===== config.mk =====
export PLATFORM = sky130hd
export DESIGN_NAME = bitop_rmw_unit
export DESIGN_NICKNAME = d
export VERILOG_FILES = /design/src/rtl/bitop_pkg.sv /design/src/rtl/bitop_addr_map.sv /design/src/rtl/bitop_store.sv /design/src/rtl/bitop_seq.sv /design/src/rtl/bitop_rmw_unit.sv
export SDC_FILE = /design/constraint.sdc
export NUM_CORES = 1
export LEC_CHECK = 0
export ABC_AREA = 0
export CAP_MARGIN = 10
export CORE_UTILIZATION = 50
export CTS_CLUSTER_DIAMETER = 80
export DETAILED_ROUTE_END_ITERATION = 12
export DONT_BUFFER_PORTS = 1
export GPL_TIMING_DRIVEN = 1
export SYNTH_ARGS = -nofsm -noshare
export SYNTH_HDL_FRONTEND = slang
export SYNTH_HIERARCHICAL = 1
export SYNTH_SLANG_ARGS = --single-unit

===== constraint.sdc =====
create_clock -name clk -period 6.7 [get_ports clk]
set_clock_uncertainty 0.1 [all_clocks]
set_input_delay 0.335 -clock clk [delete_from_list [all_inputs] [get_ports clk]]
set_output_delay 0.335 -clock clk [all_outputs]
set_load 0.02 [all_outputs]

===== src/rtl/bitop_pkg.sv =====
`timescale 1ns/1ps
package bitop_pkg;

    typedef enum logic [2:0] {
        BOP_CLR  = 3'd0,
        BOP_SET  = 3'd1,
        BOP_CPL  = 3'd2,
        BOP_MOVC = 3'd3,
        BOP_TCLR = 3'd4,
        BOP_RSV5 = 3'd5,
        BOP_RSV6 = 3'd6,
        BOP_RSV7 = 3'd7
    } bop_e;

    typedef enum logic [2:0] {
        ST_IDLE   = 3'd0,
        ST_READ   = 3'd1,
        ST_MODIFY = 3'd2,
        ST_HOLD   = 3'd3,
        ST_WRITE  = 3'd4
    } seq_e;

    localparam int          ROW_W        = 4;            // rows per bank = 2**ROW_W
    localparam int          SLOT_W       = ROW_W + 1;    // bank select + row
    localparam logic [7:0]  BIT_RAM_BASE = 8'h20;
    localparam int          MIN_SEQ_CYC  = 4;            // accept, read, modify, write

    typedef struct packed {
        logic [7:0]        byte_addr;
        logic [SLOT_W-1:0] slot;
        logic [2:0]        bit_idx;
    } bloc_t;

    typedef struct packed {
        logic [7:0] new_byte;
        logic       old_bit;
    } rmw_t;

    function automatic bloc_t map_bitaddr(input logic [7:0] ba);
        bloc_t l;
        l.bit_idx = ba[2:0];
        l.slot    = {ba[7], ba[6:3]};
        l.byte_addr = ba[7] ? {ba[7:3], 3'b000}
                            : (BIT_RAM_BASE + {4'b0000, ba[6:3]});
        return l;
    endfunction

    function automatic rmw_t apply_bitop(input logic [7:0] cur,
                                         input logic [2:0] idx,
                                         input bop_e       op,
                                         input logic       cin);
        rmw_t r;
        r.old_bit  = cur[idx];
        r.new_byte = cur;
        case (op)
            BOP_CLR:  r.new_byte[idx] = 1'b0;
            BOP_SET:  r.new_byte[idx] = 1'b1;
            BOP_CPL:  r.new_byte[idx] = ~cur[idx];
            BOP_MOVC: r.new_byte[idx] = cin;
            BOP_TCLR: r.new_byte[idx] = 1'b0;
            default:  r.new_byte      = cur;
        endcase
        return r;
    endfunction

endpackage


===== src/rtl/bitop_addr_map.sv =====
`timescale 1ns/1ps
module bitop_addr_map
    import bitop_pkg::*;
(
    input  logic [7:0] bitaddr,
    output bloc_t      loc
);
    always_comb loc = map_bitaddr(bitaddr);
endmodule


===== src/rtl/bitop_store.sv =====
`timescale 1ns/1ps
module bitop_store #(
    parameter int ROWS = 16
) (
    input  logic                        clk,
    input  logic                        rst,
    input  logic [$clog2(ROWS):0]       rd_slot,
    output logic [7:0]                  rd_byte,
    input  logic                        wr_en,
    input  logic [$clog2(ROWS):0]       wr_slot,
    input  logic [7:0]                  wr_byte
);
    localparam int RW = $clog2(ROWS);
    localparam int NUM_BANKS = 2;   // bank 0: general RAM bits, bank 1: register bits

    logic [7:0] bank_rd [NUM_BANKS];

    for (genvar g = 0; g < NUM_BANKS; g++) begin : g_bank
        logic [7:0] rows [ROWS];
        always_ff @(posedge clk) begin
            if (rst) begin
                for (int i = 0; i < ROWS; i++) rows[i] <= 8'h00;
            end else if (wr_en && (wr_slot[RW] == 1'(g))) begin
                rows[wr_slot[RW-1:0]] <= wr_byte;
            end
        end
        assign bank_rd[g] = rows[rd_slot[RW-1:0]];
    end

    assign rd_byte = bank_rd[rd_slot[RW]];
endmodule


===== src/rtl/bitop_seq.sv =====
`timescale 1ns/1ps
module bitop_seq
    import bitop_pkg::*;
#(
    parameter int EXTRA_W = 4
) (
    input  logic               clk,
    input  logic               rst,
    input  logic               start,
    input  logic [EXTRA_W-1:0] extra_wait,
    output seq_e               state
);
    logic [EXTRA_W-1:0] cnt;

    always_ff @(posedge clk) begin
        if (rst) begin
            state <= ST_IDLE;
            cnt   <= '0;
        end else begin
            case (state)
                ST_IDLE:   if (start) state <= ST_READ;
                ST_READ:   state <= ST_MODIFY;
                ST_MODIFY: begin
                    if (extra_wait == '0) begin
                        state <= ST_WRITE;
                    end else begin
                        state <= ST_HOLD;
                        cnt   <= extra_wait - 1'b1;
                    end
                end
                ST_HOLD: begin
                    if (cnt == '0) state <= ST_WRITE;
                    else           cnt   <= cnt - 1'b1;
                end
                ST_WRITE:  state <= ST_IDLE;
                default:   state <= ST_IDLE;
            endcase
        end
    end
endmodule


===== src/rtl/bitop_rmw_unit.sv =====
`timescale 1ns/1ps
module bitop_rmw_unit
    import bitop_pkg::*;
#(
    parameter int FAST_OP_CYCLES = 4,
    parameter int CPL_OP_CYCLES  = 6
) (
    input  logic       clk,
    input  logic       rst,
    input  logic       req_valid,
    input  logic [2:0] req_op,
    input  logic [7:0] req_bitaddr,
    input  logic       carry_in,
    output logic       busy,
    output logic       done,
    output logic [7:0] wb_addr,
    output logic [7:0] wb_byte,
    output logic       old_bit
);
    localparam int FAST_EXTRA = FAST_OP_CYCLES - MIN_SEQ_CYC;
    localparam int CPL_EXTRA  = CPL_OP_CYCLES  - MIN_SEQ_CYC;
    localparam int EXTRA_W    = $clog2(FAST_OP_CYCLES + CPL_OP_CYCLES + 1);
    localparam int ROWS       = 2 ** ROW_W;

    seq_e               state;
    logic               accept;
    bop_e               op_q;
    logic [7:0]         ba_q;
    logic               cin_q;
    logic [7:0]         rd_byte;
    logic [7:0]         byte_q;
    rmw_t               res_q;
    bloc_t              loc;
    logic [EXTRA_W-1:0] extra_sel;

    assign accept    = req_valid && (state == ST_IDLE);
    assign extra_sel = (op_q == BOP_CPL) ? EXTRA_W'(CPL_EXTRA) : EXTRA_W'(FAST_EXTRA);

    bitop_addr_map u_map (
        .bitaddr (ba_q),
        .loc     (loc)
    );

    bitop_seq #(.EXTRA_W(EXTRA_W)) u_seq (
        .clk        (clk),
        .rst        (rst),
        .start      (accept),
        .extra_wait (extra_sel),
        .state      (state)
    );

    bitop_store #(.ROWS(ROWS)) u_store (
        .clk     (clk),
        .rst     (rst),
        .rd_slot (loc.slot),
        .rd_byte (rd_byte),
        .wr_en   (state == ST_WRITE),
        .wr_slot (loc.slot),
        .wr_byte (res_q.new_byte)
    );

    always_ff @(posedge clk) begin
        if (rst) begin
            op_q   <= BOP_CLR;
            ba_q   <= 8'h00;
            cin_q  <= 1'b0;
            byte_q <= 8'h00;
            res_q  <= '0;
        end else begin
            if (accept) begin
                op_q  <= bop_e'(req_op);
                ba_q  <= req_bitaddr;
                cin_q <= carry_in;
            end
            if (state == ST_READ)   byte_q <= rd_byte;
            if (state == ST_MODIFY) res_q  <= apply_bitop(byte_q, loc.bit_idx, op_q, cin_q);
        end
    end

    assign busy    = (state != ST_IDLE);
    assign done    = (state == ST_WRITE);
    assign wb_addr = loc.byte_addr;
    assign wb_byte = res_q.new_byte;
    assign old_bit = res_q.old_bit;
endmodule


==> results <==
- After floorplanning, the core was sized to cover between 20000 and 30000 um2.
- After clock tree synthesis, the setup repair step added 0 buffers.
- The first-pass GRT wire length is around 52 mm.
- The relative contribution of combinational cells to total power is 0.134.
- The floorplan has 60 rows.
- The number of buffers on the longest clock path is 3.
- OpenSTA, run right after detailed placement, puts the worst setup slack at 2.75 ns.
- The floorplan step defined a die boundary enclosing between 20000 and 30000 um2.
- The residual overflow from global routing is 0.
- The TritonCTS buffer count is 30.
- Of all cell types, the one taking the most synthesized area is edfxtp_1.
- The required time at the endpoint of the critical path is ~6.9 ns.
- The maximum vdd drop is roughly 0.00025 V.
- The number of antenna violations at the first check in global routing is 1.
- After legalization and detailed placement, the total HPWL measured about 22 mm.
- In the post-synthesis netlist, the biggest area contributors are edfxtp_1 (55%), mux4_2 (13%), and2_1 (11%).
- Adding up every negative setup slack in the final design gives 0 ns.
- In this run the remaining antenna-violating nets after routing total 0.
- The die is approximately 170 um wide.
- The worst hold path belongs to the class primary input to flop.
- The cell area power density is approximately 300 nW/um2.
- The sequential share of power is 0.464.
- The switching power is 1.20 mW.
- The number of global-route vias before repair came to 8096.
- The count of flip-flops with a built-in enable after synthesis is 256.
- The ratio of cells with drive above 1 in the final layout is 0.223.
- The quantity of hold-fixing buffers added after cts is 14.
- The biggest fanout along the worst timing path is 17.
- The fraction of the yosys area taken by sequential cells is 0.604.
- The latest clock arrival within the worst-skew pair is roughly 0.56 ns.
- Setup slack on the critical path of the routed design comes to between 2 and 3 ns.
- The final max-slew violation count was 0.
- In the final routed layout, each cell accounts on average for roughly 26 um.
- For this design the static power due to leakage is approximately 5.4 nW.
- Setup violations remaining at the end of the flow were counted as 0.
- The worst relative slew slack is 0.313.
- The flip-flop and latch count after synthesis is between 200 and 300.
- In this run the tool buffered the top-level ports with 0 buffer cells.
- The number of violations of the max-capacitance limit is 0.
- The distinct cell type count after synthesis is 59.
- The first TritonRoute pass finished after 5 iterations.
- In this run the number of H-tree levels came out at 1.
- For this run, the post-layout net count is about 980.
- The run finished with clean final reports.
- The share of the cycle needed by the critical path after routing is 0.584.
- The time the final worst path needs with I/O delays and setup is roughly 4 ns.
- Yosys printed 6 warnings.
- Clock tree synthesis found a total of just under 300 sinks.
- The die is between 150 and 200 um tall.
- At the pin with the least slew margin, the transition time is ~1.0 ns.
- The number of gates resized after CTS was 0.
- The internal power summed over all cells is roughly 3.4 mW.
- The starting density of the core is 0.513.
- The post-placement cell count is around 1300.
- TritonCTS built the clock tree.
- The clock-pin transition on the worst setup and hold timing paths is 0.06 ns.
- The summed instance area of the synthesized netlist is roughly 14000 um2.
- The most common flop cell mapped by yosys is edfxtp_1.
- The maximum number of pins on one net before global-route repair is slightly below 70.
- The async set or reset register ratio after synthesis is 0.
- For this run, design rule violations remaining after detail routing come to 0.
- Setup repair after global routing left no endpoint under its margin.
- The routability congestion estimate is between 0.8 and 0.9.
- STA classifies the critical path startpoint as a flop.
- The average cell area after synthesis is about 14 um2.
- In this run the count of I/O pins placed on the die edge is 34.
- The type of the worst setup path is flop to flop.
- Once layout is complete, the cells apart from fillers number between 1000 and 1500.
- The final route contains about 8000 vias.
- The number of endpoints with negative hold slack in the final report is 0.
- The final layout contains routed wiring with a total length of 34.8 mm.
- The area share of the largest cell type after synthesis is 0.552.
- The synthesis-to-finish area growth is 10.6%.
- The switching part of the total power is 0.258.
- Of the total power, the clock network draws 0.402.
- For this run, the top clock speed supported by timing is ~0.26 GHz.
- The initial detailed-routing violation count is between 700 and 800.
- Data arrives at the worst endpoint at 4.06 ns.
- The worst setup path is captured at a flop.
- In the routed layout, each cell is associated on average with a via count of slightly below 6.
- The tree is rooted in a clkbuf_16.
- The cell count after synthesis is 973.
- The global-route usage over all layers is 0.253.
[Yosys cell counts (3+ instances only)]
library cell and number:
and2_1 256, edfxtp_1 256, mux4_2 80, clkbuf_1 46, dfxtp_1 36, nand2_1 34
nor3_1 34, or2_2 34, nor2_1 26, a21oi_1 21, mux2i_1 14, buf_4 13
mux2_2 9, nand2b_1 9, buf_2 7, buf_6 7, nor3_2 7, nand3b_1 6
a211oi_1 5, buf_1 5, nand3_1 5, o21ai_0 5, nor3b_1 4, a221oi_1 3
and2b_2 3, inv_2 3, nand4b_1 3, nor2b_1 3
[routing by layer]
layer / vias up / GRT usage / part of all wire
met3: 66 / 0.0472 / 0.078
met2: 350 / 0.401 / 0.47
met5: - / 0 / 0
li1: 3562 / - / -
met4: 0 / 0.0905 / 0.030
met1: 4092 / 0.351 / 0.42
[power by group through the flow]
stage               Clock, mW  Sequential, mW  Combinational [mW]
global placement            0            2.19               0.594
global route             1.95            2.17               0.658
floorplan                   0            2.14               0.454
CTS                      1.89            2.15               0.618
detailed placement          0            2.19               0.605
finish                   1.86            2.15               0.622
[sequential cells by signal (all words and copies together) (netlist names)]
register	cells
op_q	3
byte_q	8
u_seq/cnt	4
old_bit	1
cin_q	1
wb_byte	8
u_seq/state	3
ba_q	8
u_store/g_bank.rows	256
[kinds of logic after synthesis]
group	count (synthesis)	synth area share
adder cells (fa/ha/maj)	1	0.000898
other	1	0.000269
AO/OA/AOI/OAI	51	0.0251
buffers and inverters	84	0.0310
AND/OR/NAND/NOR	440	0.191
flip-flops	292	0.604
multiplexers	104	0.148
[final timing paths]
path,endpoint,depth (start not counted),slack [ns],start
setup / recovery,u_store/g_bank[1].rows[12][7],4,2.79,u_seq/state[0]
hold / removal,u_store/g_bank[1].rows[14][2],1,0.03,rst
setup reg to reg,u_store/g_bank[1].rows[12][7],4,2.79,u_seq/state[0]
hold reg to reg,cin_q,2,0.38,cin_q
[metrics by stage]
| stage | power, mW | utilization | instance area [um2] | hold WS (ns) |
|---|---|---|---|---|
| detailed placement | 2.80 | 0.520 | 14100 | 0.313 |
| floorplan | 2.59 | - | 14000 | 0.337 |
| global route | 4.78 | 0.567 | 15400 | 0.0124 |
| CTS | 4.67 | 0.567 | 15400 | 0.00252 |
| finish | 4.64 | 0.567 | 15400 | 0.0250 |
| global placement | 2.78 | 0.520 | 14100 | 0.308 |
[cell usage in the layout, fill, tap and decap left out, drive strengths merged, types with 13 or more instances in the layout]
| master | synthesis | layout |
|---|---|---|
| dfxtp | 36 | 36 |
| dlygate4sd3 | 0 | 13 |
| nand2 | 34 | 34 |
| a21oi | 21 | 21 |
| and2 | 258 | 258 |
| buf | 32 | 15 |
| or2 | 34 | 34 |
| mux4 | 80 | 80 |
| mux2i | 14 | 14 |
| nor2 | 26 | 26 |
| edfxtp | 256 | 256 |
| clkbuf | 46 | 31 |
| nor3 | 41 | 41 |
| clkinv | 0 | 13 |
[critical path, cell delays in order, from the launching register on]
cell,delay [ns]
dfxtp_1,0.47
nor3b_1,0.88
nand3b_1,0.92
nor3_1,0.85
or2_2,0.35
[final cells by class]
class	instances	area (um2)
timing repair buffer	28	255
multi-input combinational	608	5130
antenna	2	5.00
tap	372	465
sequential	292	8410
fill	2175	11800
clock buffer	31	776
clock inverter	25	343
inverter	5	18.8
No activity file was read; power rests on OpenSTA's default activity.
